===== src/rtl/smon_pkg.sv =====
package smon_pkg;

    localparam int unsigned WORD_W = 32;
    localparam int unsigned SEL_W  = 2;
    localparam int unsigned CNT_W  = 64;
    localparam int unsigned LAT_W  = 16;
    localparam int unsigned ADDR_W = 4;

    typedef enum logic [ADDR_W-1:0] {
        RA_CTRL      = 4'd0,
        RA_OUT_LO    = 4'd1,
        RA_OUT_HI    = 4'd2,
        RA_ERR_LO    = 4'd3,
        RA_ERR_HI    = 4'd4,
        RA_LAT_FIRST = 4'd5,
        RA_LAT_MIN   = 4'd6,
        RA_LAT_MAX   = 4'd7,
        RA_THRU      = 4'd8
    } reg_addr_e;

    typedef struct packed {
        logic [CNT_W-1:0]  outs;
        logic [CNT_W-1:0]  errs;
        logic [LAT_W-1:0]  lat_first;
        logic [LAT_W-1:0]  lat_min;
        logic [LAT_W-1:0]  lat_max;
        logic [WORD_W-1:0] thru;
    } stream_stats_t;

    // Reference word: stream tag in the top byte, index pattern below.
    function automatic logic [WORD_W-1:0] ref_word(input int unsigned bus,
                                                    input int unsigned idx);
        logic [23:0] body;
        body = 24'(idx * 5 + 1);
        return {8'(bus + 1), body};
    endfunction

endpackage


===== src/rtl/golden_rom.sv =====
module golden_rom
    import smon_pkg::*;
#(
    parameter int unsigned BUS_ID   = 0,
    parameter int unsigned ITER_LEN = 16
) (
    input  logic [$clog2(ITER_LEN)-1:0] addr,
    output logic [WORD_W-1:0]           word
);

    logic [WORD_W-1:0] table_w [ITER_LEN];

    for (genvar i = 0; i < ITER_LEN; i++) begin : g_entry
        assign table_w[i] = ref_word(BUS_ID, i);
    end

    assign word = table_w[addr];

endmodule


===== src/rtl/window_timer.sv =====
module window_timer #(
    parameter int unsigned WIN_CYC = 64
) (
    input  logic clk,
    input  logic rst,
    input  logic clear,
    input  logic run,
    output logic win_end
);

    localparam int unsigned CW = $clog2(WIN_CYC);
    localparam logic [CW-1:0] LAST = CW'(WIN_CYC - 1);

    logic [CW-1:0] wcnt;

    assign win_end = run && (wcnt == LAST);

    always_ff @(posedge clk) begin
        if (rst || clear) begin
            wcnt <= '0;
        end else if (run) begin
            wcnt <= (wcnt == LAST) ? '0 : wcnt + 1'b1;
        end
    end


    win_wrap_chk: assert property (@(posedge clk) disable iff (rst)
        win_end |=> (wcnt == '0));

endmodule


===== src/rtl/bus_checker.sv =====
module bus_checker
    import smon_pkg::*;
#(
    parameter int unsigned BUS_ID   = 0,
    parameter int unsigned ITER_LEN = 16
) (
    input  logic              clk,
    input  logic              rst,
    input  logic              clear,
    input  logic              active,
    input  logic              iter_start,
    input  logic              win_end,
    input  logic              beat_valid,
    input  logic [WORD_W-1:0] beat_data,
    output stream_stats_t     stats
);

    localparam int unsigned IDX_W = $clog2(ITER_LEN);
    localparam logic [IDX_W-1:0] IDX_LAST = IDX_W'(ITER_LEN - 1);

    logic [IDX_W-1:0]  idx;
    logic [WORD_W-1:0] ref_data;
    logic              beat, mism, cap;
    logic              arm, first_seen, later_seen;
    logic [LAT_W-1:0]  lat_cnt;
    logic [WORD_W-1:0] acc;

    golden_rom #(.BUS_ID(BUS_ID), .ITER_LEN(ITER_LEN)) u_rom (
        .addr (idx),
        .word (ref_data)
    );

    assign beat = active && beat_valid;
    assign mism = beat && (beat_data != ref_data);
    assign cap  = beat && arm && (idx == '0);

    always_ff @(posedge clk) begin
        if (rst || clear) begin
            idx              <= '0;
            stats            <= '0;
            arm              <= 1'b0;
            lat_cnt          <= '0;
            first_seen       <= 1'b0;
            later_seen       <= 1'b0;
            acc              <= '0;
        end else begin
            if (beat) begin
                idx        <= (idx == IDX_LAST) ? '0 : idx + 1'b1;
                stats.outs <= stats.outs + 1'b1;
            end
            if (mism) begin
                stats.errs <= stats.errs + 1'b1;
            end
            if (cap) begin
                if (!first_seen) begin
                    stats.lat_first <= lat_cnt;
                    first_seen      <= 1'b1;
                end else if (!later_seen) begin
                    stats.lat_min <= lat_cnt;
                    stats.lat_max <= lat_cnt;
                    later_seen    <= 1'b1;
                end else begin
                    if (lat_cnt < stats.lat_min) stats.lat_min <= lat_cnt;
                    if (lat_cnt > stats.lat_max) stats.lat_max <= lat_cnt;
                end
            end
            if (iter_start && active) begin
                arm     <= 1'b1;
                lat_cnt <= LAT_W'(1);
            end else begin
                if (cap) arm <= 1'b0;
                if (arm && (lat_cnt != '1)) lat_cnt <= lat_cnt + 1'b1;
            end
            if (win_end) begin
                stats.thru <= acc + WORD_W'(beat);
                acc        <= '0;
            end else begin
                acc <= acc + WORD_W'(beat);
            end
        end
    end


    idle_hold_chk: assert property (@(posedge clk) disable iff (rst)
        (!active && !clear) |=> $stable(stats.outs) && $stable(stats.errs));


    err_bound_chk: assert property (@(posedge clk) disable iff (rst)
        stats.errs <= stats.outs);


    lat_order_chk: assert property (@(posedge clk) disable iff (rst)
        later_seen |-> (stats.lat_min <= stats.lat_max));


    run_clear_chk: assert property (@(posedge clk) disable iff (rst)
        clear |=> (stats.outs == '0) && (stats.errs == '0) && (stats.thru == '0));

endmodule


===== src/rtl/stream_golden_monitor.sv =====
module stream_golden_monitor
    import smon_pkg::*;
#(
    parameter int unsigned NUM_BUS  = 4,
    parameter int unsigned ITER_LEN = 16,
    parameter int unsigned WIN_CYC  = 64
) (
    input  logic                      clk,
    input  logic                      rst,
    input  logic                      test_on,
    input  logic                      iter_start,
    input  logic [NUM_BUS-1:0]        mon_valid,
    input  logic [NUM_BUS*WORD_W-1:0] mon_data,
    input  logic                      reg_wr,
    input  logic                      reg_rd,
    input  logic [ADDR_W-1:0]         reg_addr,
    input  logic [WORD_W-1:0]         reg_wdata,
    output logic [WORD_W-1:0]         reg_rdata
);

    localparam int unsigned HALF = CNT_W / 2;

    logic              run_q, run_rise, active, win_end;
    logic [SEL_W-1:0]  sel_q;
    logic [HALF-1:0]   out_hi_q, err_hi_q;
    logic [WORD_W-1:0] rd_word;
    stream_stats_t     st_arr [NUM_BUS];
    stream_stats_t     cur;
    logic              unused_wdata;

    assign unused_wdata = ^reg_wdata[WORD_W-1:SEL_W];
    assign run_rise     = test_on && !run_q;
    assign active       = test_on && !run_rise;

    window_timer #(.WIN_CYC(WIN_CYC)) u_timer (
        .clk     (clk),
        .rst     (rst),
        .clear   (run_rise),
        .run     (active),
        .win_end (win_end)
    );

    for (genvar b = 0; b < NUM_BUS; b++) begin : g_bus
        bus_checker #(.BUS_ID(b), .ITER_LEN(ITER_LEN)) u_chk (
            .clk        (clk),
            .rst        (rst),
            .clear      (run_rise),
            .active     (active),
            .iter_start (iter_start),
            .win_end    (win_end),
            .beat_valid (mon_valid[b]),
            .beat_data  (mon_data[b*WORD_W +: WORD_W]),
            .stats      (st_arr[b])
        );
    end

    assign cur = st_arr[sel_q];

    always_comb begin
        case (reg_addr)
            RA_CTRL:      rd_word = WORD_W'(sel_q);
            RA_OUT_LO:    rd_word = cur.outs[HALF-1:0];
            RA_OUT_HI:    rd_word = out_hi_q;
            RA_ERR_LO:    rd_word = cur.errs[HALF-1:0];
            RA_ERR_HI:    rd_word = err_hi_q;
            RA_LAT_FIRST: rd_word = WORD_W'(cur.lat_first);
            RA_LAT_MIN:   rd_word = WORD_W'(cur.lat_min);
            RA_LAT_MAX:   rd_word = WORD_W'(cur.lat_max);
            RA_THRU:      rd_word = cur.thru;
            default:      rd_word = '0;
        endcase
    end

    always_ff @(posedge clk) begin
        if (rst) begin
            run_q     <= 1'b0;
            sel_q     <= '0;
            out_hi_q  <= '0;
            err_hi_q  <= '0;
            reg_rdata <= '0;
        end else begin
            run_q <= test_on;
            if (reg_wr && (reg_addr == RA_CTRL)) begin
                sel_q <= reg_wdata[SEL_W-1:0];
            end
            if (reg_rd) begin
                reg_rdata <= rd_word;
                if (reg_addr == RA_OUT_LO) out_hi_q <= cur.outs[CNT_W-1:HALF];
                if (reg_addr == RA_ERR_LO) err_hi_q <= cur.errs[CNT_W-1:HALF];
            end
        end
    end


    rd_hold_chk: assert property (@(posedge clk) disable iff (rst)
        !reg_rd |=> $stable(reg_rdata));


    sel_keep_chk: assert property (@(posedge clk) disable iff (rst)
        !(reg_wr && (reg_addr == RA_CTRL)) |=> $stable(sel_q));

endmodule


===== config.mk =====
export PLATFORM = sky130hd
export DESIGN_NAME = stream_golden_monitor
export DESIGN_NICKNAME = d
export VERILOG_FILES = /design/src/rtl/smon_pkg.sv /design/src/rtl/golden_rom.sv /design/src/rtl/window_timer.sv /design/src/rtl/bus_checker.sv /design/src/rtl/stream_golden_monitor.sv
export SDC_FILE = /design/constraint.sdc
export NUM_CORES = 2
export LEC_CHECK = 0
export BUFFER_PORTS_ARGS = -buffer_cell sky130_fd_sc_hd__clkbuf_2
export CORE_MARGIN = 2
export CORE_UTILIZATION = 35
export CTS_CLUSTER_SIZE = 10
export DETAILED_ROUTE_END_ITERATION = 10
export HOLD_SLACK_MARGIN = 0.1
export PLACE_DENSITY_LB_ADDON = 0.12
export SYNTH_ARGS = -nofsm -noshare
export SYNTH_HDL_FRONTEND = slang
export SYNTH_SLANG_ARGS = --single-unit

===== constraint.sdc =====
create_clock -name clk -period 4.4 [get_ports clk]
set_clock_uncertainty 0.05 [all_clocks]
set_input_delay 0.22 -clock clk [delete_from_list [all_inputs] [get_ports clk]]
set_output_delay 0.22 -clock clk [all_outputs]
set_load 0.01 [all_outputs]

==> results.tsv <==
stage	metric	value	unit
run_status	run_status	complete, no violations	
run	cap_violations	0	
drt	vias	48536	
floorplanning	pin_count	206	
worst_setup_path	max_stage_delay	560	ps
drt	met2_length	83.4	mm
timing	fmax	253	MHz
grt	overflow	0	
drt	first_iter_violations	4263	
pwr	ir_drop	302	µV
drt	wirelength	194	mm
clock_network	cts_setup_buffers	0	
grt	grt_max_degree	194	
grt	grt_util_all_layers	22.7	%
logic_synthesis	postSynthAreaPerCell	9.01	µm²
worst_setup_path	worst-path-buf-inv	2	
worst_hold_path	min-delay-start	mon_data[68]	
logic_synthesis	synth_most_common_cell	dfxtp_1	
timing	drv_slew	0	
logic_synthesis	synth_top_area_cell	dfxtp_1	
floorplanning	fp.dieArea	170000	µm²
clock_network	htreeDepth	4	
worst_setup_path	path_cells	and2_1 > nand2_2 > inv_2 > ha_1 > ha_1 > nand4_1 > nor4_1 > buf_4 > nand3_1 > nor2_1 > nand4_1 > xor2_1 > a211oi_1	
drt	drc	0	
drt	dr.pass1.iters	7	
timing	finalSetupTns	0	ps
drt	wl_met3	11.4	mm
place	io_buffers	175	
layout	drive_gt1_share	11.7	%
clock_network	path_clk_slew	60	ps
logic_synthesis	synth_top_area_share	39.8	%
logic_synthesis	synthTopCellsByArea	dfxtp_1, mux4_2, nor2_1	
timing	hold_viol_final	0	
worst_setup_path	cp.arrival	4570	ps
worst_setup_path	critPathCaptureType	register	
clock_network	cts_root_buffer	clkbuf_16	
pwr	leakagePower	21.8	nW
floorplanning	core_region_area	165000	µm²
logic_synthesis	async_flop_share	0	%
floorplanning	start_util	35.3	%
pwr	p_per_area	331	nW/µm²
logic_synthesis	syn-instance-count	6457	
worst_setup_path	startpoint	run_q$_SDFF_PP0_	
grt	grt_pass1_vias	45333	
place	dp.cells	8598	
worst_setup_path	cp_max_fo	10	
logic_synthesis	syn-cell-area	58200	µm²
clock_network	clk_latency	780	ps
worst_setup_path	crit-reg2reg-launch	run_q$_SDFF_PP0_	
worst_setup_path	required	5030	ps
clock_network	cts.sinks	1157	
worst_setup_path	path_delay_family	simple AND/OR/NAND/NOR gates	
layout	nNetsFinal	6921	
logic_synthesis	ys_seq_area_share	39.8	%
logic_synthesis	synth_edf_count	0	
timing	worst_pin_slew	1230	ps
floorplanning	fp-row-count	149	
timing	fin_crit_sh	89.7	%
worst_setup_path	cp_slowest_cell	and2_1	
worst_setup_path	setup.worst_path.start_class	register	
layout	fin_cells	8826	
drt	top_layer	met5	
drt	vias_per_cell	5.50	
clock_network	clockBufferDepth	3	
timing	relSlewSlack	17.6	%
logic_synthesis	synth_nets	6808	
logic_synthesis	yosysUniqueCellTypes	83	
logic_synthesis	netlist_top_cells_count	dfxtp_1, nor2_1, nand2_1	
drt	drtAntennaViolNets	0	
clock_network	ctsResizeCount	0	
place	hpwl	145	mm
grt	grt_pass1_wl	293	mm
drt	post_drt_wl_per_cell	22.0	µm
clock_network	cts_inserted_buffers	140	
timing	rsz0062_at_grt	no	
floorplanning	die_h	412	µm
logic_synthesis	synthFlopType	dfxtp_1	
worst_hold_path	worstHoldPathType	input pin to register	
timing	setup_violations	0	
worst_setup_path	crit_type	register to register	
clock_network	cts_tree	yes	
floorplanning	die_w	412	µm
place	place.gp.congestion	0.878	
grt	antenna_found_initial	12	
layout	post-route-util	39.9	%
pwr	design_power_total	0.0218	W
logic_synthesis	ys_ff_latch	1157	
layout	syn_to_final_growth	13.2	%
drt	wl_met1	94.8	mm
timing	period_needed	3950	ps
logic_synthesis	ys_warn_count	0	
[through the flow]
step / worst slack, ps / instance area, µm² / hold WS, ps
2_1_floorplan: 1190 / 58200 / 318
3_3_place_gp: 493 / 61600 / 392
3_5_place_dp: 443 / 61600 / 396
4_1_cts: 465 / 65900 / 113
5_1_grt: 165 / 65900 / 190
6_report: 453 / 65900 / 165
[worst reg2reg max path, cell delays in order (launching register included)]
cell and delay, ps:
dfxtp_1 390, and2_1 560, nand2_2 340, inv_2 190, ha_1 240, ha_1 230
nand4_1 260, nor4_1 370, buf_4 200, nand3_1 170, nor2_1 300, nand4_1 150
xor2_1 170, a211oi_1 220
[worst paths after layout]
path / slack (ps) / cells past startpoint / endpoint
setup / recovery: 450 / 13 / g_bus[3].u_chk.stats[30]$_SDFFE_PP0P_
setup reg to reg: 450 / 13 / g_bus[3].u_chk.stats[30]$_SDFFE_PP0P_
hold reg to reg: 400 / 2 / g_bus[3].u_chk.stats[0]$_SDFFE_PP0P_
hold / removal: 170 / 6 / g_bus[2].u_chk.stats[98]$_SDFFE_PP0P_
[registers in the layout, indices dropped and copies added (netlist names)]
| name | flops |
|---|---|
| g_bus.u_chk.later_seen | 4 |
| g_bus.u_chk.idx | 16 |
| g_bus.u_chk.acc | 128 |
| u_timer.wcnt | 6 |
| g_bus.u_chk.first_seen | 4 |
| run_q | 1 |
| reg_rdata | 32 |
| err_hi_q | 32 |
| out_hi_q | 32 |
| sel_q | 2 |
| g_bus.u_chk.stats | 832 |
| g_bus.u_chk.lat_cnt | 64 |
| g_bus.u_chk.arm | 4 |
[layer usage]
| metal | global-route usage, % | vias up |
|---|---|---|
| met5 | 0 | - |
| met4 | 6.21 | 6 |
| met1 | 33.5 | 23749 |
| met3 | 3.65 | 236 |
| met2 | 33.8 | 1143 |
| li1 | - | 23402 |
[where the power goes]
part	leakage [nW]	switching, W	internal (W)
Clock	1.97	0.00452	0.00618
Sequential	9.32	0.0000149	0.0105
Combinational	10.5	0.000450	0.000154
[cell usage in the layout (no fill, tap or decap), types with 12 or more instances in the layout]
master         Yosys  final
a211oi_1          89     89
a21o_1            29     28
a21oi_1          421    417
a222oi_1          30     30
a22o_1            16     16
a22oi_1           36     36
a31oi_1           13     13
and2_1            40     40
and3_1           114    113
and4_1            70     70
buf_12             0     12
buf_4              5    122
clkbuf_1         264     37
clkbuf_16          0    143
clkbuf_2           0    174
clkbuf_8           0     15
dfxtp_1         1157   1155
dlygate4sd3_1      0     19
ha_1             177    177
inv_1            208    208
mux2i_1          228    228
mux4_2           212    212
nand2_1          702    700
nand2b_1          60     60
nand3_1          242    242
nand4_1          192    192
nor2_1           777    770
nor2b_1           23     23
nor3_1            53     49
nor4_1            67     61
o2111ai_1         28     28
o211ai_1          45     45
o21ai_0          180    180
o311ai_0          20     19
o31ai_1           49     49
o41ai_1           20     20
or3_1            120    120
or4_1             63     63
xnor2_1          184    184
xor2_1           310    310
[cell type report]
class,count,area [µm²]
Clock buffer,195,3920
Inverter,212,798
Sequential cell,1157,23200
Antenna cell,4,10.0
Fill cell,16481,99100
Tap cell,2189,2740
Multi-Input combinational cell,4732,32900
Timing Repair Buffer,327,2220
Clock inverter,10,120
[cell families after synthesis]
| family | share of synthesized area, % |
|---|---|
| AO/OA/AOI/OAI | 11.0 |
| multiplexers | 12.2 |
| flip-flops | 39.8 |
| buffers and inverters | 3.90 |
| XOR/XNOR | 7.43 |
| adder cells (fa/ha/maj) | 3.80 |
| AND/OR/NAND/NOR | 21.8 |
[repair_timing]
item | 4_1_cts | 5_1_grt
setup endpoints to repair | 0 | 0
hold buffers | 19 | 0
hold endpoints to repair | 55 | 0
(Power assumes the default switching activity.)
